$ cat config.mk
export PLATFORM = sky130hd
export DESIGN_NAME = clkroot_gen
export DESIGN_NICKNAME = d
export VERILOG_FILES = /design/src/rtl/clkroot_pkg.sv /design/src/rtl/clkroot_regs.sv /design/src/rtl/clkroot_switch.sv /design/src/rtl/clkroot_div.sv /design/src/rtl/clkroot_gen.sv
export SDC_FILE = /design/constraint.sdc
export NUM_CORES = 1
export LEC_CHECK = 0
export CORE_ASPECT_RATIO = 0.9
export CORE_MARGIN = 10
export CORE_UTILIZATION = 30
export CTS_BUF_LIST = sky130_fd_sc_hd__clkbuf_4
export DETAILED_ROUTE_END_ITERATION = 7
export GPL_ROUTABILITY_DRIVEN = 0
export PLACE_DENSITY = 0.73
export SYNTH_ARGS = -nofsm -noshare
export SYNTH_HDL_FRONTEND = slang
export SYNTH_SLANG_ARGS = --single-unit
export TNS_END_PERCENT = 1
$ cat constraint.sdc
create_clock -name clk -period 1.4 [get_ports clk]
set_input_delay 0.21 -clock clk [delete_from_list [all_inputs] [get_ports clk]]
set_output_delay 0.21 -clock clk [all_outputs]
set_load 0.03 [all_outputs]
$ cat src/rtl/clkroot_pkg.sv
package clkroot_pkg;

    localparam int SEL_W  = 3;
    localparam int DIV_W  = 5;
    localparam int DATA_W = 32;

    typedef enum logic {
        LAYOUT_SPLIT  = 1'b0,
        LAYOUT_SHARED = 1'b1
    } layout_e;

    // Field positions for the split layout
    localparam int SPLIT_SEL_LSB  = 8;
    localparam int SPLIT_DIV_LSB  = 0;
    localparam int SPLIT_REQ_BIT  = 0;

    // Field positions for the shared layout
    localparam int SHARED_SEL_LSB = 0;
    localparam int SHARED_DIV_LSB = 3;
    localparam int SHARED_ENA_BIT = 10;
    localparam int SHARED_REQ_BIT = 11;

    typedef struct packed {
        logic [SEL_W-1:0] sel;
        logic [DIV_W-1:0] div;
    } root_cfg_t;

    // Terminal count for a half-step divider field: N-1 = F[4:1]
    function automatic logic [DIV_W-2:0] div_terminal(input logic [DIV_W-1:0] f);
        return f[DIV_W-1:1];
    endfunction

    function automatic int sel_lsb(input layout_e l);
        return (l == LAYOUT_SPLIT) ? SPLIT_SEL_LSB : SHARED_SEL_LSB;
    endfunction

    function automatic int div_lsb(input layout_e l);
        return (l == LAYOUT_SPLIT) ? SPLIT_DIV_LSB : SHARED_DIV_LSB;
    endfunction

endpackage

$ cat src/rtl/clkroot_regs.sv
module clkroot_regs
    import clkroot_pkg::*;
#(
    parameter layout_e LAYOUT  = LAYOUT_SPLIT,
    parameter int      NUM_SRC = 3,
    parameter int      ADDR_W  = 2
) (
    input  logic              clk,
    input  logic              rst,
    input  logic              we,
    input  logic [ADDR_W-1:0] addr,
    input  logic [DATA_W-1:0] wdata,
    input  logic              commit,
    output logic [DATA_W-1:0] rdata,
    output root_cfg_t         staged,
    output logic              pending
);

    localparam int SEL_LSB = sel_lsb(LAYOUT);
    localparam int DIV_LSB = div_lsb(LAYOUT);
    localparam logic [ADDR_W-1:0] CMD_ADDR = '0;
    localparam logic [ADDR_W-1:0] CFG_ADDR = (LAYOUT == LAYOUT_SPLIT) ? ADDR_W'(1) : '0;
    localparam logic [SEL_W-1:0]  NSRC_L   = SEL_W'(NUM_SRC);

    logic             cfg_hit;
    logic             req_set;
    logic [SEL_W-1:0] wr_sel;
    root_cfg_t        wr_cfg;

    assign cfg_hit    = we && (addr == CFG_ADDR) && !pending;
    assign wr_sel     = wdata[SEL_LSB +: SEL_W];
    assign wr_cfg.sel = (wr_sel < NSRC_L) ? wr_sel : '0;
    assign wr_cfg.div = wdata[DIV_LSB +: DIV_W];

    generate
        if (LAYOUT == LAYOUT_SPLIT) begin : g_split
            assign req_set = we && (addr == CMD_ADDR) && wdata[SPLIT_REQ_BIT] && !pending;

            always_comb begin
                rdata = '0;
                if (addr == CMD_ADDR) begin
                    rdata[SPLIT_REQ_BIT] = pending;
                end else if (addr == CFG_ADDR) begin
                    rdata[SEL_LSB +: SEL_W] = staged.sel;
                    rdata[DIV_LSB +: DIV_W] = staged.div;
                end
            end
        end else begin : g_shared
            logic ena_q;

            assign req_set = cfg_hit && wdata[SHARED_REQ_BIT] && wdata[SHARED_ENA_BIT];

            always_ff @(posedge clk) begin
                if (rst) begin
                    ena_q <= 1'b0;
                end else if (cfg_hit) begin
                    ena_q <= wdata[SHARED_ENA_BIT];
                end
            end

            always_comb begin
                rdata = '0;
                if (addr == CFG_ADDR) begin
                    rdata[SEL_LSB +: SEL_W]  = staged.sel;
                    rdata[DIV_LSB +: DIV_W]  = staged.div;
                    rdata[SHARED_ENA_BIT]    = ena_q;
                    rdata[SHARED_REQ_BIT]    = pending;
                end
            end
        end
    endgenerate

    always_ff @(posedge clk) begin
        if (rst) begin
            pending <= 1'b0;
        end else if (commit) begin
            pending <= 1'b0;
        end else if (req_set) begin
            pending <= 1'b1;
        end
    end

    always_ff @(posedge clk) begin
        if (rst) begin
            staged <= '0;
        end else if (cfg_hit) begin
            staged <= wr_cfg;
        end
    end

    logic unused_wdata;
    assign unused_wdata = ^wdata;

endmodule

$ cat src/rtl/clkroot_switch.sv
module clkroot_switch
    import clkroot_pkg::*;
#(
    parameter int NUM_SRC = 3
) (
    input  logic               clk,
    input  logic               rst,
    input  root_cfg_t          staged,
    input  logic               pending,
    input  logic [NUM_SRC-1:0] src_ok,
    input  logic [NUM_SRC-1:0] src_tick,
    input  logic               wrap,
    output root_cfg_t          active,
    output logic               cur_tick,
    output logic               commit
);

    logic [NUM_SRC-1:0] run_eff;
    logic               tgt_live;
    logic               cur_live;

    // Source 0 is the free-running reference and always counts as running
    assign run_eff = {src_ok[NUM_SRC-1:1], 1'b1};

    always_comb begin
        tgt_live = 1'b0;
        cur_live = 1'b0;
        cur_tick = 1'b0;
        for (int k = 0; k < NUM_SRC; k++) begin
            if (staged.sel == SEL_W'(k)) tgt_live = run_eff[k];
            if (active.sel == SEL_W'(k)) begin
                cur_live = run_eff[k];
                cur_tick = src_tick[k];
            end
        end
    end

    // Change over on an output boundary, or at once if the old source stalled
    assign commit = pending && tgt_live && (wrap || !cur_live);

    always_ff @(posedge clk) begin
        if (rst) begin
            active <= '0;
        end else if (commit) begin
            active <= staged;
        end
    end

    logic unused_ok0;
    assign unused_ok0 = src_ok[0];

endmodule

$ cat src/rtl/clkroot_div.sv
module clkroot_div
    import clkroot_pkg::*;
(
    input  logic             clk,
    input  logic             rst,
    input  logic             tick,
    input  logic [DIV_W-1:0] div_field,
    input  logic             load,
    output logic             wrap,
    output logic             ce
);

    logic [DIV_W-2:0] cnt;

    assign wrap = tick && (cnt == div_terminal(div_field));

    always_ff @(posedge clk) begin
        if (rst) begin
            cnt <= '0;
            ce  <= 1'b0;
        end else begin
            ce <= wrap;
            if (load || wrap) begin
                cnt <= '0;
            end else if (tick) begin
                cnt <= cnt + 1'b1;
            end
        end
    end

    logic unused_lsb;
    assign unused_lsb = div_field[0];

endmodule

$ cat src/rtl/clkroot_gen.sv
module clkroot_gen
    import clkroot_pkg::*;
#(
    parameter layout_e LAYOUT  = LAYOUT_SPLIT,
    parameter int      NUM_SRC = 3,
    parameter int      ADDR_W  = 2
) (
    input  logic               clk,
    input  logic               rst,
    input  logic               reg_we,
    input  logic [ADDR_W-1:0]  reg_addr,
    input  logic [DATA_W-1:0]  reg_wdata,
    output logic [DATA_W-1:0]  reg_rdata,
    input  logic [NUM_SRC-1:0] src_tick,
    input  logic [NUM_SRC-1:0] src_ok,
    output logic               clk_en_out,
    output logic [SEL_W-1:0]   active_sel,
    output logic [DIV_W-1:0]   active_div
);

    root_cfg_t staged;
    root_cfg_t active;
    logic      upd_pending;
    logic      commit;
    logic      wrap;
    logic      cur_tick;

    clkroot_regs #(
        .LAYOUT (LAYOUT),
        .NUM_SRC(NUM_SRC),
        .ADDR_W (ADDR_W)
    ) u_regs (
        .clk    (clk),
        .rst    (rst),
        .we     (reg_we),
        .addr   (reg_addr),
        .wdata  (reg_wdata),
        .commit (commit),
        .rdata  (reg_rdata),
        .staged (staged),
        .pending(upd_pending)
    );

    clkroot_switch #(
        .NUM_SRC(NUM_SRC)
    ) u_switch (
        .clk     (clk),
        .rst     (rst),
        .staged  (staged),
        .pending (upd_pending),
        .src_ok  (src_ok),
        .src_tick(src_tick),
        .wrap    (wrap),
        .active  (active),
        .cur_tick(cur_tick),
        .commit  (commit)
    );

    clkroot_div u_div (
        .clk      (clk),
        .rst      (rst),
        .tick     (cur_tick),
        .div_field(active.div),
        .load     (commit),
        .wrap     (wrap),
        .ce       (clk_en_out)
    );

    assign active_sel = active.sel;
    assign active_div = active.div;

endmodule

After elaboration in Yosys (flattened, before gate mapping)
Cells that the tools add are included.
Word-level totals
  logic and storage cells: 47
  bits of input ports: 43
  memory bits (writable): 0
  memory bits (read-only): 0
  register bits after elaboration: 22
  memories: 0
  latch bits: 0
Operators by class
  add/subtract/negate cells: 1
  reduce and logical (&&, ||, !) cells: 17
  order comparisons: 1
  divide/modulo/power cells: 0
  equal/unequal tests: 6
  shifts and indexed selects: 0
  bitwise gates (word level): 0
  multiplexer cells: 15
  multiply operators: 0
Operators with widths (count)
  $mux W1: 10
  $mux W3: 3
  $logic_and A1 B1 Y1: 8
  $eq A3 B1 Y1 const B: 2
  $eq A3 B2 Y1 const B: 2
  $logic_not A3 Y1: 2
  $mux W5: 1
  $add A4 B1 Y4 const B: 1
  $eq A4 B4 Y1: 1
  $mux W4: 1
  $reduce_or A2 Y1: 2
  $lt A3 B2 Y1 const B: 1
  $eq A2 B1 Y1 const B: 1
  $logic_not A1 Y1: 2
  $logic_not A2 Y1: 1
  $logic_or A1 B1 Y1: 2

Logic depth before layout (Yosys ltp)
  word-level depth: 9
  gate-level depth with buffers: 6
  mapped depth without buffers: 5

Modules after synthesis
Synthesis repeated with hierarchy kept, for this count alone.
Unflattened totals
  cell total of the unflattened synthesis: 145
  area, all modules: 1410.1 µm²
Modules (own cells, without submodules)
  clkroot_regs: cells each 72, sequential area each 180.2 µm², area each 650.6 µm², times used 1
  clkroot_switch: cells each 45, sequential area each 160.2 µm², area each 464.2 µm², times used 1
  clkroot_div: cells each 28, sequential area each 100.1 µm², area each 295.3 µm², times used 1

Least setup slack after synthesis
Ideal clock, no wire load.
  path kind: register -> register
  from: reg, netlist name u_switch.active[6]
  to: reg u_div.cnt[1]
  period minus slack after synthesis: 1.625 ns
  buffers on the path: 0
  arrival time: 1.559 ns
  stages on the path, launching flop included: 6
  library setup time: 0.066 ns
  path slack: -0.225 ns
  data required time: 1.334 ns
  cell sequence: dfxtp_1 -> mux2i_1 -> o21a_1 -> nor2_1 -> a221o_1 -> a21oi_2
Between the ends
  longest elaborated chain between the ends: 9
Ends and longest elaborated chain
  $logic_not A3 Y1: RTL line clkroot_switch.sv:31  | if (active.sel == SEL_W'(k)) begin
  $mux W1 (3 in series): RTL line clkroot_switch.sv:31
  $logic_and A1 B1 Y1 / $logic_not A1 Y1 (equally long branches): RTL line clkroot_div.sv:15, clkroot_switch.sv:39
  $logic_or A1 B1 Y1: RTL line clkroot_switch.sv:39  | assign commit = pending && tgt_live && (wrap || !cur_live);
  $logic_and A1 B1 Y1: RTL line clkroot_switch.sv:39
  $logic_or A1 B1 Y1: RTL line clkroot_div.sv:23  | if (load || wrap) begin
  $reduce_or A2 Y1 (no source line)
  end signal, assigned: RTL line clkroot_div.sv:26  | cnt <= cnt + 1'b1;
  end, declared: RTL line clkroot_div.sv:13  | logic [DIV_W-2:0] cnt;
Several ways; a longest one is shown, not always the timed one.
A chain may end at the register's enable or synchronous reset.

Worst setup path after layout
  from: reg u_div.cnt[1]
  to: reg, netlist name u_switch.active[1]
Between the ends
  longest elaborated chain between the ends: 4
Ends and longest elaborated chain
  $eq A4 B4 Y1: RTL line clkroot_div.sv:15  | assign wrap = tick && (cnt == div_terminal(div_field));
  $logic_and A1 B1 Y1: RTL line clkroot_div.sv:15
  $logic_or A1 B1 Y1: RTL line clkroot_switch.sv:39
  $logic_and A1 B1 Y1: RTL line clkroot_switch.sv:39
No other way between the ends.

==> run_results.csv <==
group,metric,value,unit
floorplanning,num_rows,21,
drt,wl,3340,µm
status,status,"finished with violations",
yosys,netlist_instances,143,
power_and_ir_drop,vdd_drop_max,0.347,mV
yosys,syn_avg_cell_area,8.59,µm²
sta,fin_worst_skew,0.00475,ns
sta,setup_violations,12,
sta,fin_hold_ws,0.500,ns
sta,timing.final.crit_share,109,%
yosys,yosys.area_share.simple,21.5,%
yosys,ys.flop_type,"dfxtp_1",
status,violations,"setup timing",
floorplanning,num_io_pins,84,
clock_tree,clock_path_buffers,2,
drt,drt-pass1-iter-count,4,
yosys,yosysTopAreaCell,"dfxtp_1",
drt,via_per_inst,4.49,
sta,maxSlewViolCount,0,
worst_setup_path,cp.required,1.61,ns
clock_tree,clockRootBuffer,"clkbuf_4",
yosys,synthArstFlopShare,0,%
yosys,synth-seq-cells,22,
yosys,netlist.area_leader.share,35.8,%
placed_design,io_buffers,34,
sta,final_hold_viol_count,0,
yosys,synth_top_family_by_area,"simple AND/OR/NAND/NOR gates",
clock_tree,cts_hold_buf,0,
yosys,muxShareOfSynthArea,6.52,%
worst_setup_path,worstSetupPathType,"reg -> reg",
drt,drt_first_iter_violations,34,
floorplanning,fp.dieW,87.5,µm
yosys,syn_area,1230,µm²
power_and_ir_drop,p_per_area,700,nW/µm²
yosys,synth_compound_area_share,12.6,%
floorplanning,core,3840,µm²
yosys,synth_edf_count,0,
placed_design,placed_area,1670,µm²
worst_setup_path,worstPathArrival,1.73,ns
clock_tree,cts_tree,"done",
clock_tree,cts_made_buffers,3,
finish,layout.nets,241,
yosys,synth_xor_area_share,4.99,%
drt,ant_nets,0,
job,drv_cap,0,
drt,route.vias.total,1087,
finish,syn_to_final_growth,45.3,%
sta,rsz0062_at_grt,"true",
placed_design,place_hpwl,2690,µm
finish,design_area,1790,µm²
finish,drive_above_1_share,30.6,%
yosys,synthAdderAreaFrac,1.02,%
clock_tree,htree_levels,1,
grt,grt_start_max_net_pins,19,
worst_setup_path,critPathCaptureType,"register",
clock_tree,clock_latency,0.31,ns
floorplanning,die_area,7060,µm²
clock_tree,path_clk_slew,0.12,ns
drt,drc_errors,0,
grt,grt_usage,9.19,%
sta,fmax,655,MHz
min_path,hp-class,"in -> reg",
floorplanning,die-height,80.7,µm
worst_setup_path,worst-path-max-fanout,7,
grt,grt_pass1_vias,1115,
grt,overflow,0,
power_and_ir_drop,leakage,0.769,nW
sta,worst_slack,-0.127,ns
yosys,yosysSeqAreaShare,35.8,%
yosys,ys_warn_count,0,
sta,period_needed,1.53,ns
floorplanning,start_util,32.0,%
grt,grt_pass1_wl,5290,µm
finish,fin_util,46.5,%
grt,antenna_found_initial,0,
drt,wire_per_inst,13.8,µm
finish,antenna_cells,0,
yosys,ys_types,34,
yosys,synth.area.top_cells,"dfxtp_1 (36%), buf_4 (15%), mux2i_1 (6.5%)",
clock_tree,cts_sinks,22,
worst_setup_path,start_kind,"register",
worst paths after layout:
kind / start / to / cells past startpoint / slack, ns
min: reg_wdata[4] / u_regs.staged[4] / 3 / 0.50
max reg2reg: u_div.cnt[1] / u_switch.active[1] / 6 / -0.13
min reg2reg: u_regs.staged[2] / u_switch.active[2] / 2 / 0.50
max: u_div.cnt[1] / u_switch.active[1] / 6 / -0.13
critical path: stages (launching register included):
cell,delay [ns]
dfxtp_4,0.38
xor2_2,0.18
nor4_4,0.29
buf_4,0.19
a31oi_4,0.13
o21ai_1,0.19
a21oi_2,0.07
cell families (layout without fill, tap and decap cells):
kind of cell	after synthesis	after routing
XOR/XNOR	7	7
flip-flops	22	22
adder cells (fa/ha/maj)	1	1
AND/OR/NAND/NOR	48	48
buffers and inverters	30	60
multiplexers	8	8
AO/OA/AOI/OAI	26	26
other	1	24
Yosys cell counts (all sizes together), types with 3 or more instances:
cell and n:
buf 27, a31oi 3, mux2i 8, and2 7
xor2 5, dfxtp 22, a21oi 8, nor2 17
nor2b 3, nand3 9, o21ai 9
registers in the layout, indices dropped and copies added (netlist names):
| signal | cells |
|---|---|
| u_regs.staged | 8 |
| u_switch.active | 8 |
| u_div.cnt | 4 |
| u_div.ce | 1 |
| u_regs.pending | 1 |
what timing repair did:
action | 4_1_cts | 5_1_grt
resized for setup | 21 | 26
setup endpoints to repair | 28 | 16
pin swaps | 2 | 6
setup buffers | 0 | 3
metrics by stage:
| stage | cells | worst slack, ns | TNS [ns] | power [W] |
|---|---|---|---|---|
| 2_1_floorplan | 166 | -0.00708 | -0.0178 | 0.000883 |
| 3_3_place_gp | 235 | -0.222 | -4.11 | 0.000931 |
| 3_5_place_dp | 235 | -0.256 | -4.59 | 0.000932 |
| 4_1_cts | 239 | -0.143 | -1.10 | 0.00123 |
| 5_1_grt | 242 | -0.194 | -1.82 | 0.00131 |
| 6_report | 242 | -0.127 | -0.938 | 0.00125 |
power breakdown:
group	total, W	leakage [nW]	switching, W	internal [W]
clock network	0.000300	0.0154	0.000196	0.000104
registers	0.000641	0.183	0.0000103	0.000631
logic	0.000308	0.570	0.000186	0.000122
total	0.00125	0.769	0.000392	0.000857
area by class of cell:
cell class,count,area [µm²]
Inverter,2,7.51
Multi-Input combinational cell,114,766
Timing Repair Buffer,54,468
Sequential cell,22,460
Clock inverter,1,3.75
Tap cell,46,57.6
Fill cell,389,2050
Clock buffer,3,22.5
cells in the final DEF, fill, tap and decap left out, drive strengths merged, types with 2 or more instances in the layout:
cell type,count
a31oi,3
nor3b,2
nor2,17
clkdlybuf4s50,15
clkbuf,6
xnor2,2
nor3,2
inv,2
conb,24
o21ai,9
and2,7
clkdlybuf4s15,2
nor2b,3
xor2,5
dlygate4sd2,6
nand3,9
dfxtp,22
and3b,2
nand3b,2
nand2,2
buf,28
a21oi,8
mux2i,8
metal layers:
layer	track usage (%)	vias up	share of wire, %
li1	-	544	-
met1	10.8	504	43
met2	15.6	37	50
met3	3.13	2	6.8
met4	2.39	0	0.39
met5	0	-	0
(Power assumes the default switching activity.)
